**src/rtl/oc_hiccup_pkg.sv**
```systemverilog
package oc_hiccup_pkg;
  typedef enum logic {
    HS_RUN    = 1'b0,
    HS_HICCUP = 1'b1
  } hic_state_e;
endpackage

```
**src/rtl/oc_fault_counter.sv**
```systemverilog
module oc_fault_counter #(
  parameter int TRIP_COUNT = 3,
  parameter int CW = $clog2(TRIP_COUNT + 1)
) (
  input  logic          clk,
  input  logic          rst_n,
  input  logic          en,
  input  logic          oc,
  input  logic          clr,
  output logic          trip,
  output logic [CW-1:0] count
);
  localparam logic [CW-1:0] TRIP_V = CW'(TRIP_COUNT);
  localparam logic [CW-1:0] LAST_V = CW'(TRIP_COUNT - 1);

  logic [CW-1:0] cnt_q, cnt_d;

  always_comb begin
    cnt_d = cnt_q;
    if (clr) begin
      cnt_d = '0;
    end else if (en) begin
      if (oc) begin
        if (cnt_q != TRIP_V) cnt_d = cnt_q + 1'b1;
      end else if (cnt_q != '0) begin
        cnt_d = cnt_q - 1'b1;
      end
    end
  end

  always_ff @(posedge clk or negedge rst_n) begin
    if (!rst_n) cnt_q <= '0;
    else        cnt_q <= cnt_d;
  end

  assign trip  = en & oc & (cnt_q == LAST_V);
  assign count = cnt_q;
endmodule

```
**src/rtl/hiccup_seq.sv**
```systemverilog
module hiccup_seq
  import oc_hiccup_pkg::*;
#(
  parameter int DUMMY_RUN   = 4,
  parameter int DUMMY_START = 5,
  parameter int TW = $clog2(((DUMMY_RUN > DUMMY_START) ? DUMMY_RUN : DUMMY_START) + 1)
) (
  input  logic          clk,
  input  logic          rst_n,
  input  logic          trip,
  input  logic          in_startup,
  input  logic          ss_timeout,
  output logic          in_hiccup,
  output logic          done,
  output logic          restart_pulse,
  output logic [TW-1:0] tmo_count
);
  localparam logic [TW-1:0] RUN_V   = TW'(DUMMY_RUN);
  localparam logic [TW-1:0] START_V = TW'(DUMMY_START);

  hic_state_e    state_q;
  logic [TW-1:0] tmo_q, tgt_q;
  logic          rst_pulse_q;

  assign done = (state_q == HS_HICCUP) & ss_timeout & ((tmo_q + 1'b1) == tgt_q);

  always_ff @(posedge clk or negedge rst_n) begin
    if (!rst_n) begin
      state_q     <= HS_RUN;
      tmo_q       <= '0;
      tgt_q       <= RUN_V;
      rst_pulse_q <= 1'b0;
    end else begin
      rst_pulse_q <= 1'b0;
      case (state_q)
        HS_RUN: begin
          if (trip) begin
            state_q <= HS_HICCUP;
            tmo_q   <= '0;
            tgt_q   <= in_startup ? START_V : RUN_V;
          end
        end
        default: begin
          if (done) begin
            state_q     <= HS_RUN;
            tmo_q       <= '0;
            rst_pulse_q <= 1'b1;
          end else if (ss_timeout) begin
            tmo_q <= tmo_q + 1'b1;
          end
        end
      endcase
    end
  end

  assign in_hiccup     = (state_q == HS_HICCUP);
  assign restart_pulse = rst_pulse_q;
  assign tmo_count     = tmo_q;
endmodule

```
**src/rtl/oc_hiccup_ctrl.sv**
```systemverilog
module oc_hiccup_ctrl #(
  parameter int TRIP_COUNT  = 3,
  parameter int DUMMY_RUN   = 4,
  parameter int DUMMY_START = 5
) (
  input  logic clk,
  input  logic rst_n,
  input  logic cyc_strobe,
  input  logic hs_oc,
  input  logic ls_oc,
  input  logic ss_timeout,
  input  logic in_startup,
  input  logic oc_disable,
  output logic fault,
  output logic sw_inhibit,
  output logic ss_real,
  output logic ss_restart,
  output logic hs_cutoff
);
  localparam int CNT_W = $clog2(TRIP_COUNT + 1);
  localparam int TMO_W = $clog2(((DUMMY_RUN > DUMMY_START) ? DUMMY_RUN : DUMMY_START) + 1);

  logic             hic_w, done_w, trip_w, rstp_w, oc_w, en_w;
  logic [CNT_W-1:0] cnt_w;
  logic [TMO_W-1:0] tmo_w;

  assign oc_w = (hs_oc | ls_oc) & ~oc_disable;
  assign en_w = cyc_strobe & ~hic_w;

  oc_fault_counter #(.TRIP_COUNT(TRIP_COUNT), .CW(CNT_W)) u_cnt (
    .clk   (clk),
    .rst_n (rst_n),
    .en    (en_w),
    .oc    (oc_w),
    .clr   (done_w),
    .trip  (trip_w),
    .count (cnt_w)
  );

  hiccup_seq #(.DUMMY_RUN(DUMMY_RUN), .DUMMY_START(DUMMY_START), .TW(TMO_W)) u_seq (
    .clk           (clk),
    .rst_n         (rst_n),
    .trip          (trip_w),
    .in_startup    (in_startup),
    .ss_timeout    (ss_timeout),
    .in_hiccup     (hic_w),
    .done          (done_w),
    .restart_pulse (rstp_w),
    .tmo_count     (tmo_w)
  );

  assign fault      = hic_w;
  assign sw_inhibit = hic_w;
  assign ss_real    = ~hic_w;
  assign ss_restart = rstp_w;
  assign hs_cutoff  = hs_oc & ~oc_disable;
endmodule

```
**config.mk**
```make
export PLATFORM = sky130hd
export DESIGN_NAME = oc_hiccup_ctrl
export DESIGN_NICKNAME = d
export VERILOG_FILES = /design/src/rtl/oc_hiccup_pkg.sv /design/src/rtl/oc_fault_counter.sv /design/src/rtl/hiccup_seq.sv /design/src/rtl/oc_hiccup_ctrl.sv
export SDC_FILE = /design/constraint.sdc
export NUM_CORES = 1
export LEC_CHECK = 0
export BUFFER_PORTS_ARGS = -buffer_cell sky130_fd_sc_hd__buf_4
export CAP_MARGIN = 20
export CORE_AREA = 2 2 39 41
export CTS_BUF_LIST = sky130_fd_sc_hd__clkbuf_16
export CTS_CLUSTER_SIZE = 14
export DETAILED_ROUTE_END_ITERATION = 8
export DIE_AREA = 0 0 41 43
export HOLD_SLACK_MARGIN = 0.08
export PLACE_DENSITY = 0.52
export SLEW_MARGIN = 20
export SYNTH_ARGS = -nofsm -noshare
export SYNTH_HDL_FRONTEND = slang
export SYNTH_SLANG_ARGS = --single-unit
```
**constraint.sdc**
```tcl
create_clock -name clk -period 2.77 [get_ports clk]
set_clock_uncertainty 0.2 [all_clocks]
set_input_delay 0.554 -clock clk [delete_from_list [all_inputs] [get_ports clk]]
set_output_delay 0.554 -clock clk [all_outputs]
set_load 0.1 [all_outputs]
```
* Word-level counts from Yosys, hierarchy flattened
Cells that the tools add are included.
** Operators by class
- Reductions and logical operators :: 7
- Equal/unequal tests :: 5
- Add/subtract/negate cells :: 3
- Bitwise logic cells :: 10
- Muxes and demuxes :: 15
** Operator list (count)
- 3-bit 2-to-1 mux :: 4
- 2-bit 2-to-1 mux :: 5
- 1-bit bitwise AND :: 7
- 1-bit 2-to-1 mux :: 6
- 3-bit inequality test (second input constant) :: 2
- 2-bit nonzero test :: 3
- 2-bit AND reduction :: 2
- 3-bit by 1-bit adder with 3-bit output (second input constant) :: 1
- 3-bit == test :: 1
- 3-bit AND reduction :: 1
- 3-bit nonzero test :: 1
- 2-bit by 1-bit adder with 2-bit output (second input constant) :: 1
- 2-bit == test (second input constant) :: 1
- 2-bit inequality test (second input constant) :: 1
- 1-bit NOT :: 2
- 2-bit by 1-bit subtractor with 2-bit output (second input constant) :: 1
- 1-bit OR :: 1
** Word-level totals
- Input port bits :: 8
- Logic and storage cells :: 45
- Output and inout port bits :: 5
- Bits in registers :: 10

* Depth between registers and ports, before layout
Gate-level depths: netlist (run 1).
- Word-level depth :: 6
- Depth in mapped cells :: 5
- Depth with buffers taken out :: 5

* Modules after synthesis
A second synthesis (run 1) with hierarchy kept.
** Unflattened totals
- Cells, all modules :: 46
- Area, all modules :: 480.5 um^2
** Modules (own cells, without submodules)
- hiccup_seq :: cells each 29, instances 1, area each 316.6 um^2, seq. area each 150.1 um^2
- oc_fault_counter :: cells each 12, instances 1, area each 130.1 um^2, seq. area each 50.0 um^2
- oc_hiccup_ctrl :: cells each 5, instances 1, area each 33.8 um^2, seq. area each 0.0 um^2

* Worst setup path after synthesis (run 1)
OpenSTA, ideal clock, no wires.
- Path type :: input to output
- Start :: in oc_disable
- End :: out hs_cutoff
- Data required time :: 2016 ps
- Setup slack :: 127 ps
- Arrival :: 1889 ps
- Path buffers :: 0
- Stages on the path :: 1
- Cells stage by stage :: nor2b_1
** On the way
- Longest elaborated chain between the ends :: 2
** RTL lines
- start: declaration :: RTL line oc_hiccup_ctrl.sv:13 : input logic oc_disable,
- 1-bit NOT :: RTL line oc_hiccup_ctrl.sv:56 : assign hs_cutoff = hs_oc & ~oc_disable;
- 1-bit bitwise AND :: RTL line oc_hiccup_ctrl.sv:56
- end: declaration :: RTL line oc_hiccup_ctrl.sv:18 : output logic hs_cutoff
No other way between the ends.

* Final worst setup path (run 1)
- Start :: reg u_seq.state_q, in the netlist u_seq.in_hiccup
- End :: out ss_real
** On the way
- Longest elaborated chain between the ends :: 1
** RTL lines
- start: declaration :: RTL line hiccup_seq.sv:21 : hic_state_e state_q;
- start signal: assignment :: RTL line hiccup_seq.sv:29 : state_q <= HS_RUN;
- start signal: assignment :: RTL line hiccup_seq.sv:38 : state_q <= HS_HICCUP;
- start signal: assignment :: RTL line hiccup_seq.sv:45 : state_q <= HS_RUN;
- 1-bit NOT (no source line)
- end: declaration :: RTL line oc_hiccup_ctrl.sv:16 : output logic ss_real,
No other way between the ends.

==> results of run 1 <==
cell families after synthesis:
| logic type | share of synthesized area [%] |
|---|---|
| adder cells (fa/ha/maj) | 2.958 |
| buffers and inverters | 4.438 |
| AND/OR/NAND/NOR | 22.19 |
| AO/OA/AOI/OAI | 16.27 |
| multiplexers | 2.663 |
| XOR/XNOR | 4.143 |
| flip-flops | 47.34 |
area by class of cell:
class / count / area [µm²] / share of cell area (%)
clock buffers: 3 / 75.07 / 12.30
inverters: 3 / 11.26 / 1.844
multi-input cells: 30 / 203.9 / 33.40
flip-flops and latches: 8 / 200.2 / 32.79
well taps: 16 / 20.02 / 3.279
repair buffers: 13 / 100.1 / 16.39
sequential cells by signal, indices dropped and copies added (netlist names):
name / flops
u_seq.tmo_count: 3
u_cnt.count: 2
u_seq.in_hiccup: 1
u_seq.restart_pulse: 1
u_seq.tgt_q: 1
power by group through the flow:
stage / registers [W] / clock network (W) / logic [W]
final: 0.000217 / 0.000240 / 0.000424
after global routing: 0.000226 / 0.000252 / 0.000451
after CTS: 0.000218 / 0.000245 / 0.000426
after detailed placement: 0.000218 / 0 / 0.000423
after global placement: 0.000219 / 0 / 0.000424
after floorplan: 0.000291 / 0 / 0.000273
synth_stat cells (all sizes together) (2+ instances only):
cell / count
and2: 2
nand2b: 2
nand2: 2
a211oi: 2
dfrtp: 8
o21ai: 6
xnor2: 2
nand3: 4
inv: 3
layer usage:
layer  vias to the layer above  global-route usage, %
met5                         -                      0
li1                        181                      -
met3                         2                  7.853
met4                         0                  6.000
met1                       173                  13.16
met2                        11                  17.50
metrics by stage:
step | worst slack (ns) | area, µm² | total power (W) | util (%)
final | 0.8991 | 610.6 | 0.0008802 | 44.12
after CTS | 0.8833 | 610.6 | 0.0008887 | 44.12
after floorplan | 0.1267 | 422.9 | 0.0005645 | -
after global routing | 0.8428 | 610.6 | 0.0009288 | 44.12
after detailed placement | 0.9122 | 525.5 | 0.0006412 | 37.97
after global placement | 0.9160 | 525.5 | 0.0006434 | 37.97
path summary, 6_finish.rpt:
path	endpoint	slack (ns)	startpoint	cells after the start
worst max-delay path	ss_real	0.90	u_seq.in_hiccup	2
worst min-delay path	u_seq.tmo_count[1]	0.29	u_seq.tmo_count[1]	2
worst max register to register	u_seq.tmo_count[2]	0.91	u_seq.tmo_count[0]	4
worst min register to register	u_seq.tmo_count[1]	0.29	u_seq.tmo_count[1]	2
max in group asynchronous	u_cnt.count[0]	1.76	rst_n	2
min in group asynchronous	u_seq.tgt_q[0]	0.48	rst_n	2
cell usage in the layout (no fill, tap or decap):
cell	instances
a211oi_1	2
a21oi_1	1
a32oi_1	1
and2_1	2
and2b_1	1
buf_4	12
clkbuf_16	3
dfrtp_1	8
dlygate4sd3_1	1
ha_1	1
inv_1	2
inv_2	1
mux2_2	1
nand2_1	1
nand2_2	1
nand2b_1	2
nand3_1	4
nand4_1	1
nor2b_1	1
nor3b_1	1
o21ai_0	5
o21ai_1	1
o21ba_2	1
or4_4	1
xnor2_1	2
critical path: stages, from the launching register on:
cell and delay, ns:
dfrtp_1 0.46, inv_1 0.13, buf_4 0.29
==> summary.txt, run 1 <==
Synth
  • Number of synthesized flops with an enable pin: 0
  • Synth area leader: dfrtp_1
  • Async S/R FF share, synth: 100.0%
  • Synth warn: 0
  • Area fraction of the dominant cell type after synthesis: between 40% and 50%
  • Yosys reg bits: 8
  • Synth Cell Area: between 400 and 500 µm²
  • Distinct cells, synth: 23
  • Synthesized instance count: 42
  • Synth Flop Type: dfrtp_1
  • Synth area leaders: dfrtp_1 47%, o21ai_0 5.9%, nand3_1 4.7%, xnor2_1 4.1%, a211oi_1 3.6%
  • Avg Cell Area, Syn: 10.07 µm²
  • Syn_nets: 51
  • Sequential cell area fraction in the yosys report: 47.34%

Setup path
  • WP data arrival: 1.12 ns
  • Worst Path Required: between 2 and 2.5 ns
  • Critical path launch point type: flip-flop
  • Crit Path Max Fanout: 9
  • Crit. End Element: output port
  • Kind of critical path: flip-flop to output port

Power and ir drop
  • Internal power: 0.0004816 W
  • Clk pwr share: 27.2%
  • Switching Fraction: a little under half
  • Comb pwr share: between 40% and 50%
  • Pwr dens: ~1400 nW/µm²
  • Reg power frac: between 20% and 30%
  • LEAKAGE: around 0.28 nW
  • Maximum vdd drop: just over 0.0005 V
  • Sw Pwr: 0.0003986 W

Timing
  • Final Max Tran Viols: 0
  • RSZ-0062 raised after global routing: false
  • Fmax: between 500 and 600 MHz
  • Hold Slack: between 0.2 and 0.3 ns
  • Setup TNS: 0 ns
  • Min cycle time layout: about 1.9 ns
  • Final setup violating endpoints: 0
  • Relative slew slack: between 80% and 90%
  • Final count of hold timing violations: 0
  • Final period utilization: roughly 68%
  • Worst-Margin Slew: 0.2774 ns

Detailed routing
  • First DRT Iteration DRCs: 7
  • WL per Instance: between 10 and 15 µm
  • DRT met1 WL: 358 µm
  • Met3 wire length: between 70 and 80 µm
  • Drc violations: 0
  • Top Layer Used: met4
  • Vias: between 300 and 400
  • Antenna Nets Post-Route: 0
  • Drt pass-1 iters: 4
  • Met2 routed WL: between 300 and 400 µm
  • Total wire length: about 830 µm
  • Via/cell ratio: 5.027

Status
  • Status: finished clean

Clocking
  • Setup bufs post-CTS: 0
  • # H-tree levels: 1
  • CTS buffer count: 3
  • Clock transition at path regs: 0.04 ns
  • CTS sink count: 8
  • Longest Clk Path Bufs: 2
  • Root Driver: clkbuf_16
  • Post-cts resize count: 0
  • CTS tree: yes
  • Clk_lat worst skew: between 0.2 and 0.25 ns
  • Post-CTS Hold Fix Bufs: 1

Cells and area
  • Fillers: 144
  • Share of layout cells above drive strength 1: between 30% and 40%
  • Net count, final: just under 70
  • Layout area overhead: 44.38%
  • Non-Filler Instances: 73
  • Number of antenna diodes: 0

Floorplan
  • Num ports: 13
  • Chip height: roughly 43 µm
  • Full die area: roughly 1800 µm²
  • Initial Util: between 30% and 40%
  • Row count: 14
  • Core box area: 1384 µm²
  • Die X: between 40 and 50 µm

GRT
  • Pin count of the biggest net entering global routing: 10
  • First-pass GRT wire length: 1.324 mm
  • Total global routing overflow: 0
  • Antenna violations before repair: 0
  • Total GRT Usage: approximately an eighth
  • Number of global-route vias before repair: 340

Placement
  • Gp weighted congestion: between 0.8 and 0.9
  • Dpl hpwl: between 600 and 700 µm
  • I/O Buffers: 12
  • Cells after DPL: slightly below 70

Min path
  • Hold WC Path Type: flip-flop to flip-flop

Job
  • Max-Cap Viols: 0
Power figures use the tool's default switching activity.
==> run 2, diff against run 1 <==
--- a/config.mk
+++ b/config.mk
@@ -5,6 +5,7 @@
 export SDC_FILE = /design/constraint.sdc
 export NUM_CORES = 1
 export LEC_CHECK = 0
+export ABC_AREA = 1
 export BUFFER_PORTS_ARGS = -buffer_cell sky130_fd_sc_hd__buf_4
 export CAP_MARGIN = 20
 export CORE_AREA = 2 2 39 41
@@ -13,7 +14,7 @@
 export DETAILED_ROUTE_END_ITERATION = 8
 export DIE_AREA = 0 0 41 43
 export HOLD_SLACK_MARGIN = 0.08
-export PLACE_DENSITY = 0.52
+export PLACE_DENSITY = 0.58
 export SLEW_MARGIN = 20
 export SYNTH_ARGS = -nofsm -noshare
 export SYNTH_HDL_FRONTEND = slang
==> constraint.sdc (replaced) <==
create_clock -name clk -period 1.9 [get_ports clk]
set_clock_uncertainty 0.2 [all_clocks]
set_input_delay 0.38 -clock clk [delete_from_list [all_inputs] [get_ports clk]]
set_output_delay 0.38 -clock clk [all_outputs]
set_load 0.1 [all_outputs]
==> summary.txt, run 2 <==
Synth
  • Synthesized instance count: between 60 and 70
  • Avg Cell Area, Syn: about 8.0 µm²
  • Synth area leader: dfrtp_1
  • Number of synthesized flops with an enable pin: 0
  • Synth top cells by count: 15 x nand2_1, 10 x inv_1, 8 x dfrtp_1, 8 x nand3_1
  • Synth Cell Area: about 500 µm²
  • Distinct cells, synth: 16
  • Area fraction of the dominant cell type after synthesis: 40.40%
  • Synth warn: 0
  • Synth Flop Type: dfrtp_1
  • Yosys reg bits: 8
  • Syn_nets: a little over 70
  • Synth area leaders: dfrtp_1 40%, nand2_1 11%, nand3_1 8.1%, inv_1 7.6%, nand3_2 4.0%
  • Sequential cell area fraction in the yosys report: 40.40%
  • Count leader, synth: nand2_1
  • Async S/R FF share, synth: between 90% and 100%

GRT
  • Antenna violations before repair: 0
  • Total global routing overflow: 0
  • Number of global-route vias before repair: approximately 440
  • Pin count of the biggest net entering global routing: 9
  • First-pass GRT wire length: between 1.5 and 2 mm
  • Total GRT Usage: between 10 and 15%

Power and ir drop
  • LEAKAGE: about 0.37 nW
  • Pwr dens: 1879 nW/µm²
  • Maximum vdd drop: roughly 0.0008 V
  • Total power: around 0.0013 W

Setup path
  • Worst reg2reg setup slack: 0.31 ns
  • Crit path launch: u_seq.in_hiccup
  • Slowest-stage cell, CP: dfrtp_4
  • Reg-to-Reg End: u_cnt.count[0]
  • Worst Path Required: approximately 1.3 ns
  • Critical path launch point type: flip-flop
  • FF-to-FF Start: u_seq.tmo_count[0]
  • Worst Setup EP: ss_real
  • Crit Path Max Fanout: 8
  • Crit. End Element: output port
  • Kind of critical path: flip-flop to output port
  • Critical Path Max Stage Delay: ~0.52 ns
  • Worst R2R Path Depth: 5
  • CP Cell Sequence: clkinvlp_4 -> buf_4
  • WP data arrival: 1.12 ns

Detailed routing
  • Total wire length: 994 µm
  • WL per Instance: 10.57 µm
  • Drt pass-1 iters: 2
  • Via/cell ratio: between 4 and 5
  • Drc violations: 0
  • Antenna Nets Post-Route: 0
  • Vias: 447
  • First DRT Iteration DRCs: 2

Placement
  • Placement Cell Area: a little over 600 µm²
  • Gp weighted congestion: between 0.7 and 0.8
  • I/O Buffers: 12
  • Dpl hpwl: 778.7 µm
  • Place WS: 0.2906 ns

Floorplan
  • Chip height: about 43 µm
  • Full die area: roughly 1800 µm²
  • Initial Util: a little over a third
  • Die X: a little over 40 µm
  • Num ports: 13
  • Core box area: between 1000 and 1500 µm²
  • Row count: 14

Timing
  • Setup TNS: 0 ns
  • Final Max Tran Viols: 0
  • Relative slew slack: roughly 80%
  • Fin worst setup slack: 0.1988 ns
  • Min cycle time layout: around 1.7 ns
  • Final count of hold timing violations: 0
  • Final period utilization: 89.54%
  • RSZ-0062 raised after global routing: false
  • Hold Slack: between 0.2 and 0.25 ns
  • Worst-Margin Slew: around 0.28 ns
  • Fmax: about 590 MHz
  • Final setup violating endpoints: 0

Clocking
  • Setup bufs post-CTS: 0
  • CTS tree: yes
  • CTS sink count: 8
  • Longest Clk Path Bufs: 2
  • CTS buffer count: 3
  • Clk_lat worst skew: around 0.23 ns
  • Clock transition at path regs: roughly 0.040 ns
  • Root Driver: clkbuf_16
  • # H-tree levels: 1

Cells and area
  • Net count, final: 88
  • Max reg flops: 3
  • Number of antenna diodes: 0
  • Most frequent cells in the layout: 15 x nand2_1, 12 x buf_4, 10 x inv_1, 8 x nand3_1, 7 x dfrtp_1
  • Layout area overhead: 40.15%
  • Share of layout cells above drive strength 1: between 30% and 40%
  • Fin area: a little under 700 µm²
  • Commonest non-fill, non-tap cell in the layout: nand2_1

Min path
  • WHS Path Cells: 3
  • Hold WC Path Type: input port to flip-flop

Status
  • Status: finished clean

Job
  • Max-Cap Viols: 0
==> run 2: cell count changes after synthesis, moves of 4 or more <==
cell / change
inv_1: +8
nand3_1: +4
nand2_1: +14
o21ai_0: -5
==> run 2: worst max-delay path, delay by kind of cell (launching register included) <==
| kind | cells | cell delay, ns |
|---|---|---|
| buf+inv | 2 | 0.37 |
| flops | 1 | 0.52 |
==> run 2: stage by stage <==
step | utilization (%) | cells
4_1_cts | 50.18 | 94
3_3_place_gp | 43.76 | 89
5_1_grt | 50.18 | 94
6_report | 50.18 | 94
2_1_floorplan | - | 62
3_5_place_dp | 43.76 | 89
==> run 2: repair_timing <==
item | in CTS | in global routing
hold buffers | 1 | 0
resized for setup | 0 | 0
hold endpoints to repair | 8 | 0
==> run 2: layer usage <==
layer,vias to the layer above,routed length [µm],global-route usage [%]
met5,-,0,0
met4,0,27,10.00
met3,5,62,3.141
met2,11,487,23.75
met1,199,417,16.50
li1,232,-,-
==> run 2: final cells by class <==
| type | instances | area, µm² |
|---|---|---|
| clock inverters | 1 | 3.754 |
| multi-input cells | 42 | 246.5 |
| well taps | 16 | 20.02 |
| inverters | 11 | 45.04 |
| fillers | 148 | 689.4 |
| repair buffers | 13 | 100.1 |
| flip-flops and latches | 8 | 203.9 |
| clock buffers | 3 | 75.07 |
==> run 2: worst min-delay path by stage <==
stage | start | endpoint | slack [ns]
4_1_cts | in_startup | u_seq.tgt_q[0] | 0.20
3_5_place_dp | rst_n | u_seq.tmo_count[1] | 0.004
3_3_place_gp | rst_n | u_seq.tmo_count[1] | 0.003
6_report | in_startup | u_seq.tgt_q[0] | 0.20
5_1_grt | in_startup | u_seq.tgt_q[0] | 0.23
2_1_floorplan | rst_n | u_cnt.count[0] | -0.12
==> run 2: power breakdown <==
part | internal (W) | switching [W]
Sequential | 0.000247 | 0.0000790
Clock | 0.000274 | 0.0000810
Combinational | 0.000184 | 0.000440
==> run 2: cell families (layout without fill, tap and decap cells) <==
| group | Yosys count | after routing | share of synthesized area [%] |
|---|---|---|---|
| AOI/OAI and AO/OA | 6 | 6 | 9.595 |
| DFF | 8 | 8 | 40.40 |
| buffers and inverters | 12 | 28 | 9.849 |
| adders and majority gates | 1 | 1 | 2.525 |
| xor gates and xnor gates | 2 | 2 | 3.536 |
| and+or+nand+nor | 33 | 33 | 34.09 |
==> run 3, diff against run 2 <==
--- a/config.mk
+++ b/config.mk
@@ -5,7 +5,7 @@
 export SDC_FILE = /design/constraint.sdc
 export NUM_CORES = 1
 export LEC_CHECK = 0
-export ABC_AREA = 1
+export ABC_AREA = 0
 export BUFFER_PORTS_ARGS = -buffer_cell sky130_fd_sc_hd__buf_4
 export CAP_MARGIN = 20
 export CORE_AREA = 2 2 39 41
@@ -14,8 +14,9 @@
 export DETAILED_ROUTE_END_ITERATION = 8
 export DIE_AREA = 0 0 41 43
 export HOLD_SLACK_MARGIN = 0.08
-export PLACE_DENSITY = 0.58
+export PLACE_DENSITY = 0.52
 export SLEW_MARGIN = 20
 export SYNTH_ARGS = -nofsm -noshare
 export SYNTH_HDL_FRONTEND = slang
 export SYNTH_SLANG_ARGS = --single-unit
+export TNS_END_PERCENT = 100
==> summary.txt, run 3 (synthesis gave the netlist of run 1 again) <==
Status
  • Status: finished clean

Clocking
  • Post-cts resize count: 0
  • Clk_lat worst skew: 0.23 ns
  • CTS buffer count: 3
  • # H-tree levels: 1
  • CTS tree: yes
  • Root Driver: clkbuf_16
  • Longest Clk Path Bufs: 2
  • Clock transition at path regs: around 0.04 ns
  • Setup bufs post-CTS: 0
  • CTS sink count: 8

Setup path
  • Critical Path Max Stage Delay: roughly 0.56 ns
  • CP Cell Sequence: ha_1 -> or4_4 -> a32oi_1 -> o21ai_1
  • Worst Path Required: about 1.8 ns
  • Slowest-stage cell, CP: or4_4
  • WP data arrival: 1.73 ns
  • Critical path launch point type: flip-flop
  • Crit Path Max Fanout: 4
  • Crit. End Element: flip-flop
  • Kind of critical path: flip-flop to flip-flop

Detailed routing
  • Drt pass-1 iters: 4
  • WL per Instance: roughly 12 µm
  • Vias: between 300 and 400
  • Antenna Nets Post-Route: 0
  • Total wire length: approximately 900 µm
  • Via/cell ratio: approximately 4.9
  • Drc violations: 0
  • First DRT Iteration DRCs: 8

Job
  • Max-Cap Viols: 0

Timing
  • Setup TNS: 0 ns
  • Final setup violating endpoints: 0
  • Fmax: 549.2 MHz
  • Worst-Margin Slew: 0.2787 ns
  • Final Max Tran Viols: 0
  • Min cycle time layout: between 1.5 and 2 ns
  • Relative slew slack: between 80 and 90%
  • RSZ-0062 raised after global routing: false
  • Final count of hold timing violations: 0
  • Final period utilization: around 96%

GRT
  • First-pass GRT wire length: between 1.5 and 2 mm
  • Number of global-route vias before repair: 374
  • Total GRT Usage: about 14%
  • Pin count of the biggest net entering global routing: 10
  • Total global routing overflow: 0
  • Antenna violations before repair: 0

Cells and area
  • Share of layout cells above drive strength 1: between 40% and 50%
  • Fillers: 140
  • Sequential cell area: 203.9 µm²
  • Max reg flops: 3
  • Number of antenna diodes: 0
  • Net count, final: ~70
  • Fin area: between 600 and 700 µm²
  • Area occupied by multi-input gates: a little over 200 µm²
  • Commonest non-fill, non-tap cell in the layout: buf_4
  • Most frequent cells in the layout: 13 x buf_4, 7 x dfrtp_1, 5 x o21ai_0, 4 x nand3_1, 3 x clkbuf_16
  • Layout area overhead: 49.41%

Floorplan
  • Die X: about 41 µm
  • Full die area: 1763 µm²
  • Chip height: approximately 43 µm
  • Core box area: approximately 1400 µm²
  • Initial Util: 30.56%
  • Num ports: 13
  • Row count: 14

Placement
  • Dpl hpwl: roughly 630 µm
  • Placement Cell Area: 543.0 µm²
  • I/O Buffers: 12
  • Gp weighted congestion: 0.7691

Power and ir drop
  • Pwr dens: between 2000 and 2500 nW/µm²
  • LEAKAGE: 0.2855 nW
  • Maximum vdd drop: between 0.0007 and 0.0008 V

Min path
  • Hold WC Path Type: input port to flip-flop
==> run 3: cell types whose count changed in the layout (fill, tap and decap cells not counted), sizes merged, moves of 2 or more <==
cell    before  now
a211oi       0    2
xnor2        0    2
nor2         2    0
and2         0    2
inv         11    3
nand3       10    4
nand4        3    1
nand2       17    2
nand2b       0    2
xor2         2    0
==> run 3: cell type report <==
class	instances	share of cell area (%)
sequential	8	32.28
timing repair buffer	14	17.03
tap	16	3.168
clock buffer	3	11.88
inverter	3	2.376
multi-input combinational	30	32.67
clock inverter	1	0.5941
==> run 3: critical path, delay by kind of cell, from the launching register on <==
family                   cells  cell delay [ns]
AND/OR/NAND/NOR              1             0.56
flip-flops                   1             0.38
adder cells (fa/ha/maj)      1             0.31
AO/OA/AOI/OAI                2             0.24
==> run 3: final timing paths <==
| path | from | endpoint | slack (ns) | cells past startpoint |
|---|---|---|---|---|
| setup / recovery | u_seq.tmo_count[0] | u_seq.tmo_count[2] | 0.08 | 4 |
| hold / removal | in_startup | u_seq.tgt_q[0] | 0.18 | 2 |
| setup reg to reg | u_seq.tmo_count[0] | u_seq.tmo_count[2] | 0.08 | 4 |
| hold reg to reg | u_seq.tmo_count[1] | u_seq.tmo_count[1] | 0.30 | 2 |
| max in group asynchronous | rst_n | u_seq.in_hiccup | 1.05 | 2 |
| min in group asynchronous | rst_n | u_seq.in_hiccup | 0.31 | 2 |
==> run 3: layer usage <==
layer  track usage (%)  wire length, µm  vias to the layer above
li1                  -                -                      182
met1             14.85              384                      175
met2             20.31              459                        9
met3             7.853               57                        0
met4             6.000                0                        0
met5                 0                0                        -
==> run 3: repair_timing <==
action                                  4_1_cts  5_1_grt
hold endpoints to repair                      8        0
hold buffers                                  1        0
endpoints found under the setup margin        0        1
==> run 3: power breakdown <==
part	internal (W)	switching [W]
Clock	0.000274	0.0000857
Combinational	0.000199	0.000441
Sequential	0.000254	0.0000738
Total	0.000727	0.000601
==> run 3: per-stage QoR <==
stage / total power, W / cells / utilization (%) / setup WS, ns / hold slack (ns)
3_3_place_gp: 0.0009706 / 70 / 39.24 / 0.1146 / 0.005670
2_1_floorplan: 0.0008403 / 42 / - / 0.002493 / -0.1156
6_report: 0.001328 / 75 / 45.66 / 0.07921 / 0.1775
3_5_place_dp: 0.0009696 / 70 / 39.24 / 0.09041 / 0.003840
4_1_cts: 0.001345 / 75 / 45.66 / 0.06792 / 0.1728
5_1_grt: 0.001409 / 75 / 45.66 / 0.01171 / 0.1814
